==> src/rtl/erase_status_pkg.sv <==
package erase_status_pkg;

  typedef enum logic [2:0] {
    MD_ARRAY  = 3'd0,
    MD_WINDOW = 3'd1,
    MD_ERASE  = 3'd2,
    MD_FAULT  = 3'd3,
    MD_DONE   = 3'd4,
    MD_PROT   = 3'd5
  } poll_mode_e;

  // Modes in which the toggle bits advance on a read.
  function automatic logic mode_toggles(poll_mode_e m);
    return (m == MD_WINDOW) || (m == MD_ERASE) || (m == MD_FAULT) || (m == MD_PROT);
  endfunction

  // Busy whenever the toggle bits are live.
  function automatic logic mode_busy(poll_mode_e m);
    return mode_toggles(m);
  endfunction

  // Status byte: bit7 completion, bit6/bit2 toggles, bit5 overrun, bit3 started.
  function automatic logic [7:0] status_byte(poll_mode_e m, logic tog);
    logic [7:0] s;
    s    = 8'h00;
    s[7] = (m == MD_DONE);
    s[6] = tog;
    s[5] = (m == MD_FAULT);
    s[3] = (m != MD_WINDOW);
    s[2] = (m == MD_DONE) ? 1'b1 : tog;
    return s;
  endfunction

endpackage

==> src/rtl/erase_phase_decode.sv <==
module erase_phase_decode
  import erase_status_pkg::*;
(
  input  logic       clk,
  input  logic       rst_n,
  input  logic       ph_window,
  input  logic       ph_erasing,
  input  logic       ph_finished,
  input  logic       ph_overtime,
  input  logic       prot_active,
  output poll_mode_e mode
);

  logic win_q, ers_q, fin_q, ovt_q;

  always_ff @(posedge clk) begin
    if (!rst_n) begin
      win_q <= 1'b0;
      ers_q <= 1'b0;
      fin_q <= 1'b0;
      ovt_q <= 1'b0;
    end else begin
      win_q <= ph_window;
      ers_q <= ph_erasing;
      fin_q <= ph_finished;
      ovt_q <= ph_overtime;
    end
  end

  // Priority order is part of the behaviour.
  always_comb begin
    if (prot_active)  mode = MD_PROT;
    else if (ovt_q)   mode = MD_FAULT;
    else if (ers_q)   mode = MD_ERASE;
    else if (win_q)   mode = MD_WINDOW;
    else if (fin_q)   mode = MD_DONE;
    else              mode = MD_ARRAY;
  end

  // a fault mode can only follow a sampled overtime flag.
  assert_fault_follows_flag_R12: assert property (@(posedge clk) disable iff (!rst_n)
    (mode == MD_FAULT) |-> $past(ph_overtime));

  // the window mode never hides a running erase.
  assert_window_below_erase_R8: assert property (@(posedge clk) disable iff (!rst_n)
    (mode == MD_WINDOW) |-> !$past(ph_erasing));

endmodule

==> src/rtl/erase_prot_timer.sv <==
module erase_prot_timer #(
  parameter int PROT_CYCLES = 12500
) (
  input  logic clk,
  input  logic rst_n,
  input  logic prot_hit,
  output logic prot_active
);

  localparam int CNT_W = $clog2(PROT_CYCLES + 1);

  logic [CNT_W-1:0] cnt_q;

  always_ff @(posedge clk) begin
    if (!rst_n)              cnt_q <= '0;
    else if (prot_hit)       cnt_q <= CNT_W'(PROT_CYCLES);
    else if (cnt_q != '0)    cnt_q <= cnt_q - 1'b1;
  end

  assign prot_active = (cnt_q != '0);

  // the count never exceeds the configured bound.
  assert_prot_bounded_R9: assert property (@(posedge clk) disable iff (!rst_n)
    cnt_q <= CNT_W'(PROT_CYCLES));

  // a pulse always opens the protected window on the next cycle.
  assert_prot_starts_R9: assert property (@(posedge clk) disable iff (!rst_n)
    prot_hit |=> prot_active);

endmodule

==> src/rtl/erase_toggle_gen.sv <==
module erase_toggle_gen
  import erase_status_pkg::*;
(
  input  logic       clk,
  input  logic       rst_n,
  input  logic       rd_strobe,
  input  poll_mode_e mode,
  output logic       tog,
  output logic       rd_fall_live
);

  logic rd_q;
  logic clear_evt;

  always_ff @(posedge clk) begin
    if (!rst_n) rd_q <= 1'b0;
    else        rd_q <= rd_strobe;
  end

  assign rd_fall_live = rd_q && !rd_strobe && mode_toggles(mode);
  assign clear_evt    = (mode == MD_ARRAY);

  always_ff @(posedge clk) begin
    if (!rst_n)            tog <= 1'b0;
    else if (clear_evt)    tog <= 1'b0;
    else if (rd_fall_live) tog <= ~tog;
  end

  // the toggle moves only after a live strobe fall or a clear.
  assert_toggle_on_fall_R3: assert property (@(posedge clk) disable iff (!rst_n)
    (tog != $past(tog)) |-> ($past(rd_fall_live) || $past(clear_evt)));

  // the toggle is frozen in the finished mode.
  assert_toggle_frozen_R4: assert property (@(posedge clk) disable iff (!rst_n)
    ($past(mode) == MD_DONE) |-> $stable(tog));

endmodule

==> src/rtl/erase_status_top.sv <==
module erase_status_top
  import erase_status_pkg::*;
#(
  parameter int DATA_W      = 8,
  parameter int PROT_CYCLES = 12500
) (
  input  logic              clk,
  input  logic              rst_n,
  input  logic              ph_window,
  input  logic              ph_erasing,
  input  logic              ph_finished,
  input  logic              ph_overtime,
  input  logic              prot_hit,
  input  logic              rd_strobe,
  input  logic [DATA_W-1:0] array_rdata,
  output logic [DATA_W-1:0] poll_data,
  output logic              ready_o
);

  poll_mode_e mode;
  logic       prot_active;
  logic       tog;
  logic       rd_fall_live;
  logic [7:0] stat;

  erase_prot_timer #(.PROT_CYCLES(PROT_CYCLES)) u_timer (
    .clk        (clk),
    .rst_n      (rst_n),
    .prot_hit   (prot_hit),
    .prot_active(prot_active)
  );

  erase_phase_decode u_decode (
    .clk        (clk),
    .rst_n      (rst_n),
    .ph_window  (ph_window),
    .ph_erasing (ph_erasing),
    .ph_finished(ph_finished),
    .ph_overtime(ph_overtime),
    .prot_active(prot_active),
    .mode       (mode)
  );

  erase_toggle_gen u_toggle (
    .clk         (clk),
    .rst_n       (rst_n),
    .rd_strobe   (rd_strobe),
    .mode        (mode),
    .tog         (tog),
    .rd_fall_live(rd_fall_live)
  );

  assign stat      = status_byte(mode, tog);
  assign poll_data = (mode == MD_ARRAY) ? array_rdata : DATA_W'(stat);
  assign ready_o   = !mode_busy(mode);

  // read-array mode passes the array word straight through.
  assert_array_pass_R1: assert property (@(posedge clk) disable iff (!rst_n)
    (mode == MD_ARRAY) |-> (poll_data == array_rdata && ready_o));

  // busy is never shown together with the completion bit.
  assert_done_ready_R7: assert property (@(posedge clk) disable iff (!rst_n)
    (mode != MD_ARRAY && poll_data[7]) |-> ready_o);

  // the overrun bit appears only while the block is busy.
  assert_overrun_busy_R5: assert property (@(posedge clk) disable iff (!rst_n)
    (mode != MD_ARRAY && poll_data[5]) |-> !ready_o);

  // unused status bits stay clear.
  assert_unused_zero_R10: assert property (@(posedge clk) disable iff (!rst_n)
    (mode != MD_ARRAY) |-> (poll_data[4] == 1'b0 && poll_data[1:0] == 2'b00));

endmodule

==> config.mk <==
export PLATFORM = sky130hd
export DESIGN_NAME = erase_status_top
export DESIGN_NICKNAME = d
export VERILOG_FILES = /design/src/rtl/erase_status_pkg.sv /design/src/rtl/erase_phase_decode.sv /design/src/rtl/erase_prot_timer.sv /design/src/rtl/erase_toggle_gen.sv /design/src/rtl/erase_status_top.sv
export SDC_FILE = /design/constraint.sdc
export NUM_CORES = 1
export LEC_CHECK = 0
export BUFFER_PORTS_ARGS = -buffer_cell sky130_fd_sc_hd__buf_2
export CORE_UTILIZATION = 30
export CTS_BUF_LIST = sky130_fd_sc_hd__clkbuf_4
export DETAILED_ROUTE_END_ITERATION = 8
export SYNTH_ARGS = -nofsm -noshare
export SYNTH_HDL_FRONTEND = slang
export SYNTH_SLANG_ARGS = --single-unit
==> constraint.sdc <==
create_clock -name clk -period 2.7 [get_ports clk]
set_clock_uncertainty 0.15 [all_clocks]
set_input_delay 0.405 -clock clk [delete_from_list [all_inputs] [get_ports clk]]
set_output_delay 0.405 -clock clk [all_outputs]
set_load 0.03 [all_outputs]
Yosys cells after proc, flatten, opt, wreduce, memory -nomap -nowiden
Index checks and enable logic that the tools add are counted.

cells by class
  eq/ne operators = 6
  add/sub/neg operators = 1
  reduce and logical (&&, ||, !) cells = 12
  mux-type cells = 9
  bitwise operators = 2

operators with widths
  kind                                                 count
  two-way mux 14 bit                                   2
  two-way mux 3 bit                                    5
  nonzero test 14 bit                                  1
  subtractor 14 x 1 -> 14 bit (second input constant)  1
  two-way mux 8 bit                                    1
  == test 3 x 2 -> 1 bit (second input constant)       2
  == test 3 bit (second input constant)                2
  OR reduction 2 bit                                   2
  == test 3 x 1 -> 1 bit (second input constant)       1
  zero test 3 bit                                      1
  logical OR 1 bit                                     3
  != test 3 x 1 -> 1 bit (second input constant)       1
  logical AND 1 bit                                    2
  zero test 1 bit                                      2
  inverter 1 bit                                       2
  nonzero test 2 bit                                   1
  two-way mux 1 bit                                    1

word-level totals
  word-level logic and storage cells = 38
  output and inout port bits = 9
  bits in registers = 20
  bits of input ports = 16

Depth between registers and ports, before layout
  word-level depth = 10
  gate-level depth with buffers = 7
  gate-level depth less buffers = 6

Modules after synthesis
From an unflattened synthesis, not the netlist that was laid out.

second synthesis, totals
  cell total of the unflattened synthesis = 131
  area total of the unflattened synthesis = 1142.3 um^2

by module, submodules not included
  module              cells an instance  instances  seq. area each (um^2)  area an instance (um^2)
  erase_prot_timer    87                 1          280.3                  789.5
  erase_phase_decode  14                 1          80.1                   133.9
  erase_status_top    19                 1          0.0                    120.1
  erase_toggle_gen    11                 1          40.0                   98.8

Least setup slack after synthesis
No wires, ideal clock.

  path kind = reg-to-output
  from = reg u_timer.cnt_q[0]
  to = out poll_data[2]
  cell stages (with the launch flop) = 8
  path slack = 240 ps
  arrival = 1905 ps
  buffers on the path = 1
  data required time = 2145 ps
  cell sequence = dfxtp_1 -> inv_1 -> ha_1 -> nor3b_2 -> and4_2 -> buf_2 -> a21oi_1 -> a31oi_1

on the way
  cells in the longest elaborated chain, start to end = 5
  elaborated cells between the ends (all ways) = 6
  classes of those cells = eq/ne: 1; mux: 3; reduce/logical: 2

RTL lines
  element                 line                      RTL
  start, declared         erase_prot_timer.sv:12    logic [CNT_W-1:0] cnt_q;
  start signal, assigned  erase_prot_timer.sv:16    else if (prot_hit) cnt_q <= CNT_W'(PROT_CYCLES);
  start signal, assigned  erase_prot_timer.sv:17    else if (cnt_q != '0) cnt_q <= cnt_q - 1'b1;
  nonzero test 14 bit *   erase_prot_timer.sv:20    assign prot_active = (cnt_q != '0);
  two-way mux 3 bit *     erase_phase_decode.sv:32  if (prot_active) mode = MD_PROT;
  == test 3 bit           erase_status_pkg.sv:30    s[2] = (m == MD_DONE) ? 1'b1 : tog;
  two-way mux 1 bit       erase_status_pkg.sv:30
  two-way mux 8 bit *     erase_status_top.sv:54    assign poll_data = (mode == MD_ARRAY) ? array_rdata : DATA_W'(stat);
  end, declared           erase_status_top.sv:16    output logic [DATA_W-1:0] poll_data,

Every way passes the cells marked *; elsewhere a longest branch is shown, timed or not.

Worst setup path after layout
  from = reg u_timer.cnt_q[0]
  to = out poll_data[6]

on the way
  cells in the longest elaborated chain, start to end = 4

RTL lines
  element              line
  nonzero test 14 bit  erase_prot_timer.sv:20
  two-way mux 3 bit    erase_phase_decode.sv:32
  zero test 3 bit      erase_status_top.sv:54
  two-way mux 8 bit    erase_status_top.sv:54

Every way passes these cells.

==> impl_metrics.tcl <==
set metrics [dict create \
    status "complete, no violations" \
    antenna_found_initial 0 \
    holdPathStages 2 \
    grt_setup_unrepaired "false" \
    multiInputGateArea_um2 604 \
    fmax_ghz 0.391 \
    port_buffers 24 \
    dr.pass1.iters 4 \
    cp_slowest_stage_delay_ns 0.35 \
    cts_tree "built" \
    r2r-end "u_timer.cnt_q[11]" \
    min_period_over_period_pct 94.7 \
    critical_path_required_ns 2.14 \
    worst_pin_slew_ns 0.385 \
    wl_per_cell_um 11.4 \
    hold_violations 0 \
    setup.worst_path.start_class "register" \
    drc 0 \
    overflow 0 \
    crit_chain "inv_2, ha_1, nor3b_4, nand4_1, nor2_2, mux2_2, buf_2" \
    p_switching_w 0.000197 \
    core-area_mm2 0.00334 \
    setup_violations 0 \
    relSlewSlack_pct 74.1 \
    numCtsBuffers 3 \
    die_area_mm2 0.00371 \
    clkLatencyLatePin_ns 0.30 \
    syn_avg_cell_area_um2 8.81 \
    viasPerCell 4.96 \
    cts.sinks 20 \
    cp.arrival_ns 2.00 \
    nFillCells 345 \
    r2r_slack_ns 0.43 \
    fp-row-count 21 \
    netlist_area_mm2 0.00104 \
    die_h_um 60.9 \
    seq_power_share_pct 52.7 \
    r2r.worst_path.cells 7 \
    p_clk_share_pct 21.6 \
    yosys_warnings 0 \
    drt_iter0_drc 25 \
    p_leak_nw 0.524 \
    num_io_pins 25 \
    gp_congestion 0.764 \
    wl_um 2190 \
    die_x_um 60.9 \
    critPathKind "reg -> out" \
    ys_seq_elements 20 \
    min_to "u_decode.fin_q" \
    grt_pass1_wl_um 3730 \
    cts_max_level 1 \
    synth_edf_count 0 \
    netlist_instances 118 \
    r2r-start "u_timer.cnt_q[0]" \
    antenna_cells 0 \
    ys.flop_type "dfxtp_1" \
    crit_path_end_kind "primary output" \
    postRouteAntennaNets 0 \
    tns_ns 0 \
    syn_nets 136 \
    ctsHoldBuffers 0 \
    clockRootBuffer "clkbuf_4" \
    cp_max_fo 5 \
    dp_hpwl_um 1650 \
    grt_pass1_vias 854 \
    num_vias 958 \
    hp-start "ph_finished" \
    power.internal_w 0.000449 \
    yosysSeqAreaShare_pct 38.5 \
    drv_cap 0 \
    powerDensity_mw_per_mm2 507 \
    peakVddDrop_mv 0.280 \
    async_reset_ff_share_pct 0 \
    grt_max_degree 15 \
    critPathSlowestCell "dfxtp_2" \
    drive_gt1_share_pct 32.7 \
    clock_path_buffers 2 \
    totalPowerFinal_w 0.000646 \
    swShare_pct 30.5 \
    grt_usage_pct 13.7 \
    finalMaxSlewViolations 0 \
    min_period_ns 2.56 \
    min_path_type "in -> reg" \
    hold_slack_ns 0.160 \
    synthDistinctLibCells 40 \
    combPwrFrac_pct 25.7 \
    regArea_um2 403 \
    start_util_pct 31.2 \
    clk_pin_slew_ns 0.11 \
    syn_to_final_growth_pct 22.6 \
    fin_nets 166 \
]
## cell type report
| type | instances | share of cell area (%) |
|---|---|---|
| inverter | 3 | 0.883 |
| clock buffer | 3 | 1.77 |
| clock inverter | 1 | 0.294 |
| sequential | 20 | 31.6 |
| timing repair buffer | 31 | 13.5 |
| tap | 46 | 4.51 |
| multi-input combinational | 89 | 47.4 |
## power by group through the flow
stage,Clock [W],Combinational (W),Sequential (W)
4_1_cts,0.000149,0.000165,0.000339
6_report,0.000140,0.000166,0.000340
5_1_grt,0.000164,0.000186,0.000344
2_1_floorplan,0,0.000123,0.000339
3_3_place_gp,0,0.000154,0.000344
3_5_place_dp,0,0.000159,0.000345
## state kept, by name (all words and copies together), names as in the netlist
name,flops
u_decode.ers_q,1
u_decode.fin_q,1
u_toggle.tog,1
u_decode.ovt_q,1
u_timer.cnt_q,14
u_decode.win_q,1
u_toggle.rd_q,1
## cell usage in the layout (no fill, tap or decap), types with 3 or more instances in the layout
cell / count
o31a_1: 5
nor2_1: 10
nor3_1: 5
buf_4: 7
and2_1: 9
clkbuf_4: 3
nor4_1: 4
o21a_1: 3
dfxtp_1: 18
nand2b_1: 3
a21oi_1: 7
buf_2: 24
or4_1: 3
nand2_1: 4
o31ai_1: 4
## routing by layer
metal | vias up | track usage (%) | wire, um
met1 | 457 | 17.4 | 1080
met5 | - | 0 | 0
met3 | 3 | 1.92 | 20
met2 | 7 | 22.8 | 1070
li1 | 491 | - | -
met4 | 0 | 6.82 | 21
## per-stage QoR
step | instance area, um^2 | worst slack, ns | util (%) | instances
global route | 1270 | 0.00145 | 38.2 | 193
floorplan | 1040 | 0.240 | - | 118
detailed placement | 1210 | 0.161 | 36.4 | 186
CTS | 1260 | 0.00461 | 37.9 | 192
finish | 1270 | 0.142 | 38.2 | 193
global placement | 1210 | 0.270 | 36.4 | 186
## kinds of logic (layout without fill, tap and decap cells)
| group | after synthesis | count (layout) | synth area share, % |
|---|---|---|---|
| muxes | 2 | 2 | 2.05 |
| AOI/OAI and AO/OA | 30 | 30 | 21.5 |
| and+or+nand+nor | 53 | 53 | 29.6 |
| adders and majority gates | 2 | 2 | 2.41 |
| DFF | 20 | 20 | 38.5 |
| buffers and inverters | 9 | 38 | 4.21 |
| xor gates and xnor gates | 2 | 2 | 1.69 |
## repair_timing
action / 4_1_cts / 5_1_grt
gates resized for setup: 2 / 4
pin swaps: 2 / 2
endpoints found under the setup margin: 5 / 6
buffers inserted: 2 / 1
## cell usage after synthesis (3+ instances only)
master,number,area (um^2)
dfxtp_1,20,400
nor3_1,5,25.0
o31ai_1,4,30.0
nand2_1,4,15.0
o31a_1,5,43.8
inv_1,3,11.3
a21oi_1,7,35.0
or4_1,3,22.5
o21a_1,3,22.5
and2_1,9,56.3
nand2b_1,3,18.8
nor2_1,11,41.3
nor4_1,4,25.0
## critical path: cells and delay by family, from the launching register on
kind          cells  cell delay [ns]
fa+ha+maj         1             0.16
buf+inv           2             0.24
flops             1             0.35
mux               1             0.34
simple gates      3             0.61
## worst max path at each step
stage / startpoint / end / slack [ns] / cells after the start
finish: u_timer.cnt_q[0] / poll_data[6] / 0.14 / 7
global route: u_timer.cnt_q[1] / poll_data[6] / 0.001 / 7
CTS: u_timer.cnt_q[0] / poll_data[6] / 0.005 / 7
detailed placement: u_timer.cnt_q[1] / poll_data[6] / 0.16 / 7
global placement: u_timer.cnt_q[0] / poll_data[6] / 0.27 / 7
floorplan: u_timer.cnt_q[0] / poll_data[2] / 0.24 / 7
(Power assumes the default switching activity.)
